File: src/rtl/vfd_scan_pkg.sv
package vfd_scan_pkg;

  typedef enum logic [2:0] {
    SEQ_FETCH_X,
    SEQ_FETCH_Y,
    SEQ_CAPT,
    SEQ_SHIFT,
    SEQ_WAIT,
    SEQ_BLANK,
    SEQ_STROBE
  } seq_state_e;

  typedef struct packed {
    logic ab;
    logic cd;
  } pair_en_t;

  function automatic int unsigned larger_of(int unsigned a, int unsigned b);
    return (a > b) ? a : b;
  endfunction

endpackage

File: src/rtl/vfd_step_timer.sv
module vfd_step_timer #(
  parameter int STEP_CYCLES = 1300,
  localparam int TMR_W = $clog2(STEP_CYCLES)
) (
  input  logic clk,
  input  logic rst_n,
  output logic tick
);

  logic [TMR_W-1:0] cnt_q, cnt_d;
  logic             wrap;

  assign wrap = (cnt_q == TMR_W'(STEP_CYCLES - 1));

  always_comb begin
    cnt_d = cnt_q + 1'b1;
    if (wrap) cnt_d = '0;
  end

  always_ff @(posedge clk or negedge rst_n) begin
    if (!rst_n) cnt_q <= '0;
    else        cnt_q <= cnt_d;
  end

  assign tick = wrap;

endmodule

File: src/rtl/vfd_scan_seq.sv
module vfd_scan_seq
  import vfd_scan_pkg::*;
#(
  parameter int STEPS = 128,
  localparam int STEP_W = $clog2(STEPS)
) (
  input  logic              clk,
  input  logic              rst_n,
  input  logic              tick,
  input  logic              ser_done,
  output seq_state_e        state,
  output logic [STEP_W-1:0] load_step,
  output logic              ser_start,
  output logic              strobe,
  output pair_en_t          pair_en
);

  seq_state_e        state_q, state_d;
  logic [STEP_W-1:0] step_q, step_d, step_inc;
  logic              strobe_q, strobe_d;
  pair_en_t          en_q, en_d;
  logic              step_last;

  assign step_last = (step_q == STEP_W'(STEPS - 1));

  always_comb begin
    step_inc = step_q + 1'b1;
    if (step_last) step_inc = '0;
  end

  always_comb begin
    state_d   = state_q;
    step_d    = step_q;
    strobe_d  = 1'b0;
    en_d      = en_q;
    ser_start = 1'b0;
    unique case (state_q)
      SEQ_FETCH_X: state_d = SEQ_FETCH_Y;
      SEQ_FETCH_Y: state_d = SEQ_CAPT;
      SEQ_CAPT: begin
        ser_start = 1'b1;
        state_d   = SEQ_SHIFT;
      end
      SEQ_SHIFT: begin
        if (ser_done) state_d = SEQ_WAIT;
      end
      SEQ_WAIT: begin
        if (tick) begin
          state_d = SEQ_BLANK;
          en_d    = '0;
        end
      end
      SEQ_BLANK: begin
        state_d  = SEQ_STROBE;
        strobe_d = 1'b1;
      end
      SEQ_STROBE: begin
        state_d  = SEQ_FETCH_X;
        en_d.cd  = ~step_q[0];
        en_d.ab  = step_q[0];
        step_d   = step_inc;
      end
      default: state_d = SEQ_FETCH_X;
    endcase
  end

  always_ff @(posedge clk or negedge rst_n) begin
    if (!rst_n) begin
      state_q  <= SEQ_FETCH_X;
      step_q   <= '0;
      strobe_q <= 1'b0;
      en_q     <= '0;
    end else begin
      state_q  <= state_d;
      step_q   <= step_d;
      strobe_q <= strobe_d;
      en_q     <= en_d;
    end
  end

  assign state     = state_q;
  assign load_step = step_q;
  assign strobe    = strobe_q;
  assign pair_en   = en_q;

endmodule

File: src/rtl/vfd_col_fetch.sv
module vfd_col_fetch
  import vfd_scan_pkg::*;
#(
  parameter int ROWS   = 26,
  parameter int DATA_W = 32,
  parameter int ADDR_W = 10,
  parameter int STEPS  = 128,
  localparam int STEP_W = $clog2(STEPS),
  localparam int COL_W  = STEP_W + 1
) (
  input  logic              clk,
  input  logic              rst_n,
  input  seq_state_e        state,
  input  logic [STEP_W-1:0] load_step,
  input  logic [DATA_W-1:0] mem_rd_data,
  output logic              mem_rd_en,
  output logic [ADDR_W-1:0] mem_rd_addr,
  output logic [ROWS-1:0]   col_x,
  output logic [ROWS-1:0]   col_y
);

  logic [COL_W-1:0]   idx_x, idx_y;
  logic [COL_W+1:0]   byte_addr;
  logic               first_step;
  logic [ROWS-1:0]    x_q, x_d, y_q, y_d;
  logic               x_we, y_we;

  assign first_step = (load_step == '0);
  assign idx_y      = {load_step, 1'b0};
  assign idx_x      = idx_y - 1'b1;

  always_comb begin
    mem_rd_en = 1'b0;
    byte_addr = '0;
    unique case (state)
      SEQ_FETCH_X: begin
        mem_rd_en = ~first_step;
        byte_addr = {idx_x, 2'b00};
      end
      SEQ_FETCH_Y: begin
        mem_rd_en = 1'b1;
        byte_addr = {idx_y, 2'b00};
      end
      default: ;
    endcase
  end

  assign mem_rd_addr = ADDR_W'(byte_addr);

  assign x_we = (state == SEQ_FETCH_Y);
  assign y_we = (state == SEQ_CAPT);

  always_comb begin
    x_d = x_q;
    y_d = y_q;
    if (x_we) x_d = first_step ? '0 : mem_rd_data[ROWS-1:0];
    if (y_we) y_d = mem_rd_data[ROWS-1:0];
  end

  always_ff @(posedge clk or negedge rst_n) begin
    if (!rst_n) begin
      x_q <= '0;
      y_q <= '0;
    end else begin
      x_q <= x_d;
      y_q <= y_d;
    end
  end

  generate
    if (DATA_W > ROWS) begin : g_spare
      logic data_unused;
      assign data_unused = ^mem_rd_data[DATA_W-1:ROWS];
    end
  endgenerate

  assign col_x = x_q;
  assign col_y = y_q;

endmodule

File: src/rtl/vfd_serializer.sv
module vfd_serializer #(
  parameter int ROWS      = 26,
  parameter int SHIFT_LEN = 128,
  parameter int GRID_BITS = 128,
  parameter int STEPS     = 128,
  localparam int STEP_W = $clog2(STEPS),
  localparam int IDX_W  = $clog2(SHIFT_LEN)
) (
  input  logic              clk,
  input  logic              rst_n,
  input  logic              start,
  input  logic [STEP_W-1:0] load_step,
  input  logic [ROWS-1:0]   col_x,
  input  logic [ROWS-1:0]   col_y,
  output logic              done,
  output logic              sclk,
  output logic              sd_ac,
  output logic              sd_bd,
  output logic              sd_grid
);

  logic [SHIFT_LEN-1:0] x_pad, y_pad, grid_pat;
  logic                 active_q, active_d;
  logic                 ph_q, ph_d;
  logic [IDX_W-1:0]     idx_q, idx_d;
  logic                 sclk_q, sclk_d;
  logic                 ac_q, ac_d, bd_q, bd_d, gr_q, gr_d;

  assign x_pad = SHIFT_LEN'(col_x);
  assign y_pad = SHIFT_LEN'(col_y);

  generate
    for (genvar gi = 0; gi < SHIFT_LEN; gi++) begin : g_grid
      if (gi < GRID_BITS) begin : g_used
        assign grid_pat[gi] = (int'(load_step) == gi) ||
                              ((load_step != '0) && (int'(load_step) == gi + 1));
      end else begin : g_pad
        assign grid_pat[gi] = 1'b0;
      end
    end
  endgenerate

  always_comb begin
    active_d = active_q;
    ph_d     = ph_q;
    idx_d    = idx_q;
    sclk_d   = 1'b0;
    ac_d     = ac_q;
    bd_d     = bd_q;
    gr_d     = gr_q;
    done     = 1'b0;
    if (start) begin
      active_d = 1'b1;
      ph_d     = 1'b0;
      idx_d    = IDX_W'(SHIFT_LEN - 1);
    end else if (active_q) begin
      if (!ph_q) begin
        ac_d = x_pad[idx_q];
        bd_d = y_pad[idx_q];
        gr_d = grid_pat[idx_q];
        ph_d = 1'b1;
      end else begin
        sclk_d = 1'b1;
        ph_d   = 1'b0;
        if (idx_q == '0) begin
          active_d = 1'b0;
          done     = 1'b1;
        end else begin
          idx_d = idx_q - 1'b1;
        end
      end
    end
  end

  always_ff @(posedge clk or negedge rst_n) begin
    if (!rst_n) begin
      active_q <= 1'b0;
      ph_q     <= 1'b0;
      idx_q    <= '0;
      sclk_q   <= 1'b0;
      ac_q     <= 1'b0;
      bd_q     <= 1'b0;
      gr_q     <= 1'b0;
    end else begin
      active_q <= active_d;
      ph_q     <= ph_d;
      idx_q    <= idx_d;
      sclk_q   <= sclk_d;
      ac_q     <= ac_d;
      bd_q     <= bd_d;
      gr_q     <= gr_d;
    end
  end

  assign sclk    = sclk_q;
  assign sd_ac   = ac_q;
  assign sd_bd   = bd_q;
  assign sd_grid = gr_q;

endmodule

File: src/rtl/vfd_scan_top.sv
module vfd_scan_top
  import vfd_scan_pkg::*;
#(
  parameter int ROWS        = 26,
  parameter int DRV_BITS    = 32,
  parameter int STEPS       = 128,
  parameter int GRID_BITS   = 128,
  parameter int STEP_CYCLES = 1300,
  parameter int DATA_W      = 32,
  parameter int ADDR_W      = 10
) (
  input  logic              clk,
  input  logic              rst_n,
  output logic              mem_rd_en,
  output logic [ADDR_W-1:0] mem_rd_addr,
  input  logic [DATA_W-1:0] mem_rd_data,
  output logic              anode_sd_ac,
  output logic              anode_sd_bd,
  output logic              grid_sd,
  output logic              drv_sclk,
  output logic              drv_strobe,
  output logic              en_ab,
  output logic              en_cd
);

  localparam int STEP_W    = $clog2(STEPS);
  localparam int SHIFT_LEN = int'(larger_of(GRID_BITS, DRV_BITS));

  logic [1:0]        rst_pipe_q;
  logic              rst_sync_n;
  logic              tick;
  logic              ser_start, ser_done;
  seq_state_e        state;
  logic [STEP_W-1:0] load_step;
  logic [ROWS-1:0]   col_x, col_y;
  pair_en_t          pair_en;

  always_ff @(posedge clk or negedge rst_n) begin
    if (!rst_n) rst_pipe_q <= '0;
    else        rst_pipe_q <= {rst_pipe_q[0], 1'b1};
  end
  assign rst_sync_n = rst_pipe_q[1];

  vfd_step_timer #(.STEP_CYCLES(STEP_CYCLES)) u_timer (
    .clk   (clk),
    .rst_n (rst_sync_n),
    .tick  (tick)
  );

  vfd_scan_seq #(.STEPS(STEPS)) u_seq (
    .clk       (clk),
    .rst_n     (rst_sync_n),
    .tick      (tick),
    .ser_done  (ser_done),
    .state     (state),
    .load_step (load_step),
    .ser_start (ser_start),
    .strobe    (drv_strobe),
    .pair_en   (pair_en)
  );

  vfd_col_fetch #(
    .ROWS(ROWS), .DATA_W(DATA_W), .ADDR_W(ADDR_W), .STEPS(STEPS)
  ) u_fetch (
    .clk         (clk),
    .rst_n       (rst_sync_n),
    .state       (state),
    .load_step   (load_step),
    .mem_rd_data (mem_rd_data),
    .mem_rd_en   (mem_rd_en),
    .mem_rd_addr (mem_rd_addr),
    .col_x       (col_x),
    .col_y       (col_y)
  );

  vfd_serializer #(
    .ROWS(ROWS), .SHIFT_LEN(SHIFT_LEN), .GRID_BITS(GRID_BITS), .STEPS(STEPS)
  ) u_ser (
    .clk       (clk),
    .rst_n     (rst_sync_n),
    .start     (ser_start),
    .load_step (load_step),
    .col_x     (col_x),
    .col_y     (col_y),
    .done      (ser_done),
    .sclk      (drv_sclk),
    .sd_ac     (anode_sd_ac),
    .sd_bd     (anode_sd_bd),
    .sd_grid   (grid_sd)
  );

  assign en_ab = pair_en.ab;
  assign en_cd = pair_en.cd;

endmodule

File: config.mk
export PLATFORM = sky130hd
export DESIGN_NAME = vfd_scan_top
export DESIGN_NICKNAME = d
export VERILOG_FILES = /design/src/rtl/vfd_scan_pkg.sv /design/src/rtl/vfd_step_timer.sv /design/src/rtl/vfd_scan_seq.sv /design/src/rtl/vfd_col_fetch.sv /design/src/rtl/vfd_serializer.sv /design/src/rtl/vfd_scan_top.sv
export SDC_FILE = /design/constraint.sdc
export NUM_CORES = 1
export LEC_CHECK = 0
export BUFFER_PORTS_ARGS = -buffer_cell sky130_fd_sc_hd__buf_2
export CAP_MARGIN = 30
export CORE_ASPECT_RATIO = 1.2
export CORE_MARGIN = 2
export CORE_UTILIZATION = 52
export CTS_CLUSTER_SIZE = 25
export DETAILED_ROUTE_END_ITERATION = 16
export PLACE_DENSITY = 0.83
export SLEW_MARGIN = 15
export SYNTH_ARGS = -nofsm -noshare
export SYNTH_HDL_FRONTEND = slang
export SYNTH_SLANG_ARGS = --single-unit
File: constraint.sdc
create_clock -name clk -period 4.05 [get_ports clk]
set_clock_uncertainty 0.15 [all_clocks]
set_input_delay 0.2025 -clock clk [delete_from_list [all_inputs] [get_ports clk]]
set_output_delay 0.2025 -clock clk [all_outputs]
set_load 0.05 [all_outputs]
==> results by group <==
Status
  – Status: completed

Synthesis
  – Main area contributors after synthesis: dfrtp_1, nand2_1, mux4_2, o21ai_0, xnor2_1
  – Prevailing post-synth register cell: dfrtp_1
  – Top cell type's share of synthesized area: 0.4504
  – Sequential fraction of the synthesis area: 0.4504
  – FF+latch count, synth: 91
  – Async set or reset register ratio after synthesis: 1.000
  – Syn avg cell area: 8.997 um2
  – Synth Instances: 562
  – Synth unique cells: 67
  – Post-synth EDFFs: 0
  – Post-synth design cell area: 0.005056 mm2
  – Yosys Warn Count: 0
  – Largest area contributor in the netlist: dfrtp_1

STA
  – Fin crit share: 0.7507
  – Setup TNS: 0 ns
  – Final min period: 3.040 ns
  – Finish-stage setup viols: 0
  – Hold_ws: 0.04817 ns
  – RSZ-0062 raised after global routing: no
  – Worst slew pin tran: 0.7588 ns
  – Fmax achieved: 328.9 MHz
  – Final Max Tran Viols: 0
  – Hold Vio Cnt, Final: 0
  – Rel. slew slack: 0.4900

Drt
  – Post-route ant nets: 0
  – 1st-iter DRT viols: ~240
  – Avg WL per Cell: 16.48 um
  – Vias post-DR: 4284
  – Via density per instance: just under 6
  – First-pass detailed-route iteration total: 4
  – Drt drc: 0
  – Routed wire length: between 10000 and 15000 um

Layout
  – Layout cell share with drive strength beyond 1: 0.1521
  – Most frequent cells in the layout: nand2_1, dfrtp_1, o21ai_0
  – Post-Layout Cell Count: 741
  – Area delta synth->final: 17.03%
  – Nets@finish: 655
  – Commonest non-fill, non-tap cell in the layout: nand2_1
  – Antenna cell count: 0

Global route
  – Global-route wire length before repair: 20800 um
  – Initial antenna violation count: 0
  – Met3 usage: 0.03893
  – Grt ovf: 0
  – Vias in the first global route: 4468
  – GR peak layer: met2
  – Global Route met1 Usage: 0.3037
  – Global-route met2 utilization: 0.4357
  – Largest net degree at the start of global routing: 54
  – Total Routing Usage GR: 0.2474

Floorplan
  – Initial Util: 0.5314
  – Die ar.: about 0.011 mm2
  – I/O pin count: 52
  – DIE HEIGHT: between 100 and 150 um
  – Floorplan row count: 39
  – Chip width: 94.02 um
  – Core area: roughly 0.0095 mm2

Setup path
  – WS Path Type: reg2reg
  – Startpoint types: flop
  – Reg2reg start: u_ser.idx_q[0]
  – CP max FO: 15
  – Element type at the critical path end: flop
  – R2R Path End: u_ser.idx_q[5]
  – Crit-path cells: buf_4, inv_1, ha_1, and3_1, nor2_1, nand4_1, nor3_1, xnor2_1, nand2_1
  – Worst EP arrival: 3.08 ns
  – Worst EP required: 4.09 ns
  – Crit-path slowest cell: dfrtp_1
  – Worst Reg-to-Reg Cells: 9
  – Worst path max stage delay: around 0.76 ns
  – R2R Setup Slk: 1.01 ns

CTS
  – Clock Tree Buf Depth: 2
  – Worst skew pair latency: 0.34 ns
  – Num CTS Buffers: 9
  – H-tree depth: 3
  – Clk root buf: clkbuf_16
  – CTS Sinks: 91
  – Clk slew on worst S/H paths: 0.06 ns
  – CTS tree: done
  – Post-CTS Setup Bufs: 0

Power and ir drop
  – Pwr Total: 1.875 mW
  – Leak: approximately 2.6 nW
  – Worst vdd ir: 0.4056 mV
  – P per Cell Area: 316.9 mW/mm2

Place
  – IO Port Bufs: 43
  – Hpwl dp: between 7000 and 8000 um
  – RePlAce Congestion: 0.8754
  – DP Cell Count: 697

Run
  – Max-cap viol count: 0

Worst hold path
  – HP Class: in2async
## worst max path at each step
| stage | startpoint | endpoint | slack [ns] | depth (start not counted) |
|---|---|---|---|---|
| floorplan | rst_pipe_q[1] | u_fetch.col_x[0] | 1.18 | 0 |
| global placement | u_ser.idx_q[1] | u_ser.sd_grid | 1.13 | 8 |
| detailed placement | u_ser.idx_q[1] | u_ser.sd_grid | 1.03 | 8 |
| CTS | u_ser.idx_q[1] | u_ser.idx_q[5] | 0.96 | 8 |
| global route | u_ser.idx_q[0] | u_ser.idx_q[5] | 0.81 | 9 |
| finish | u_ser.idx_q[0] | u_ser.idx_q[5] | 1.01 | 9 |
## area by class of cell
class                      count  area [um2]
multi-input combinational    425        2576
clock inverter                 3       43.79
timing repair buffer          77       558.0
tap                          123       153.9
inverter                       9       33.78
clock buffer                  13       270.3
fill                         736        3598
sequential                    91        2281
## metrics by stage
step	setup WS (ns)	util	cell area, um2
6_report	1.010	0.6218	5917
5_1_grt	0.8118	0.6218	5917
4_1_cts	0.9619	0.6189	5889
3_5_place_dp	1.031	0.5575	5305
3_3_place_gp	1.128	0.5575	5305
2_1_floorplan	1.178	-	5060
## flip-flops by register name (all words and copies together) (netlist names), 2 cells and up
| signal | flops |
|---|---|
| u_ser.idx_q | 7 |
| rst_pipe_q | 2 |
| u_seq.pair_en | 2 |
| u_seq.load_step | 7 |
| u_timer.cnt_q | 11 |
| u_fetch.col_y | 26 |
| u_seq.state | 3 |
| u_fetch.col_x | 26 |
## cell families after synthesis
logic type | count (synthesis) | synth area share
AOI/OAI and AO/OA | 89 | 0.1121
xor gates and xnor gates | 23 | 0.03984
adders and majority gates | 8 | 0.01980
buffers and inverters | 47 | 0.04132
DFF | 91 | 0.4504
muxes | 22 | 0.07820
other | 2 | 0.001485
and+or+nand+nor | 280 | 0.2569
## Yosys cell counts (all sizes together), types with 4 or more instances
| cell | n |
|---|---|
| a21oi | 8 |
| a31oi | 4 |
| and3 | 10 |
| buf | 15 |
| clkbuf | 23 |
| dfrtp | 91 |
| ha | 8 |
| inv | 8 |
| mux2i | 8 |
| mux4 | 14 |
| nand2 | 157 |
| nand3 | 15 |
| nand4 | 9 |
| nand4b | 5 |
| nor2 | 36 |
| nor2b | 9 |
| nor3 | 8 |
| nor4 | 4 |
| o211ai | 4 |
| o21ai | 47 |
| o22ai | 6 |
| or3 | 4 |
| xnor2 | 17 |
| xor2 | 6 |
## worst max-delay path: cells and delay by family, from the launching register on
kind          cells  cell delay [ns]
xor+xnor          1             0.16
simple gates      5             1.09
buf+inv           2             0.51
fa+ha+maj         1             0.23
flops             1             0.76
## repair_timing
item,CTS,global route
setup endpoints to repair,0,0
endpoints found under the hold margin,54,0
gates resized for setup,0,0
hold buffers,27,0
## layer usage
layer | up-vias | wire, um | part of all wire
li1 | 2040 | - | -
met1 | 2098 | 4883 | 0.40
met2 | 126 | 6600 | 0.54
met3 | 20 | 491 | 0.040
met4 | 0 | 233 | 0.019
met5 | - | 0 | 0
## power by group
group	total, mW	switching [mW]	internal (mW)
sequential	0.940	0.0169	0.923
combinational	0.0715	0.0328	0.0387
clock	0.863	0.333	0.530
total	1.87	0.383	1.49
Power figures use the tool's default switching activity.
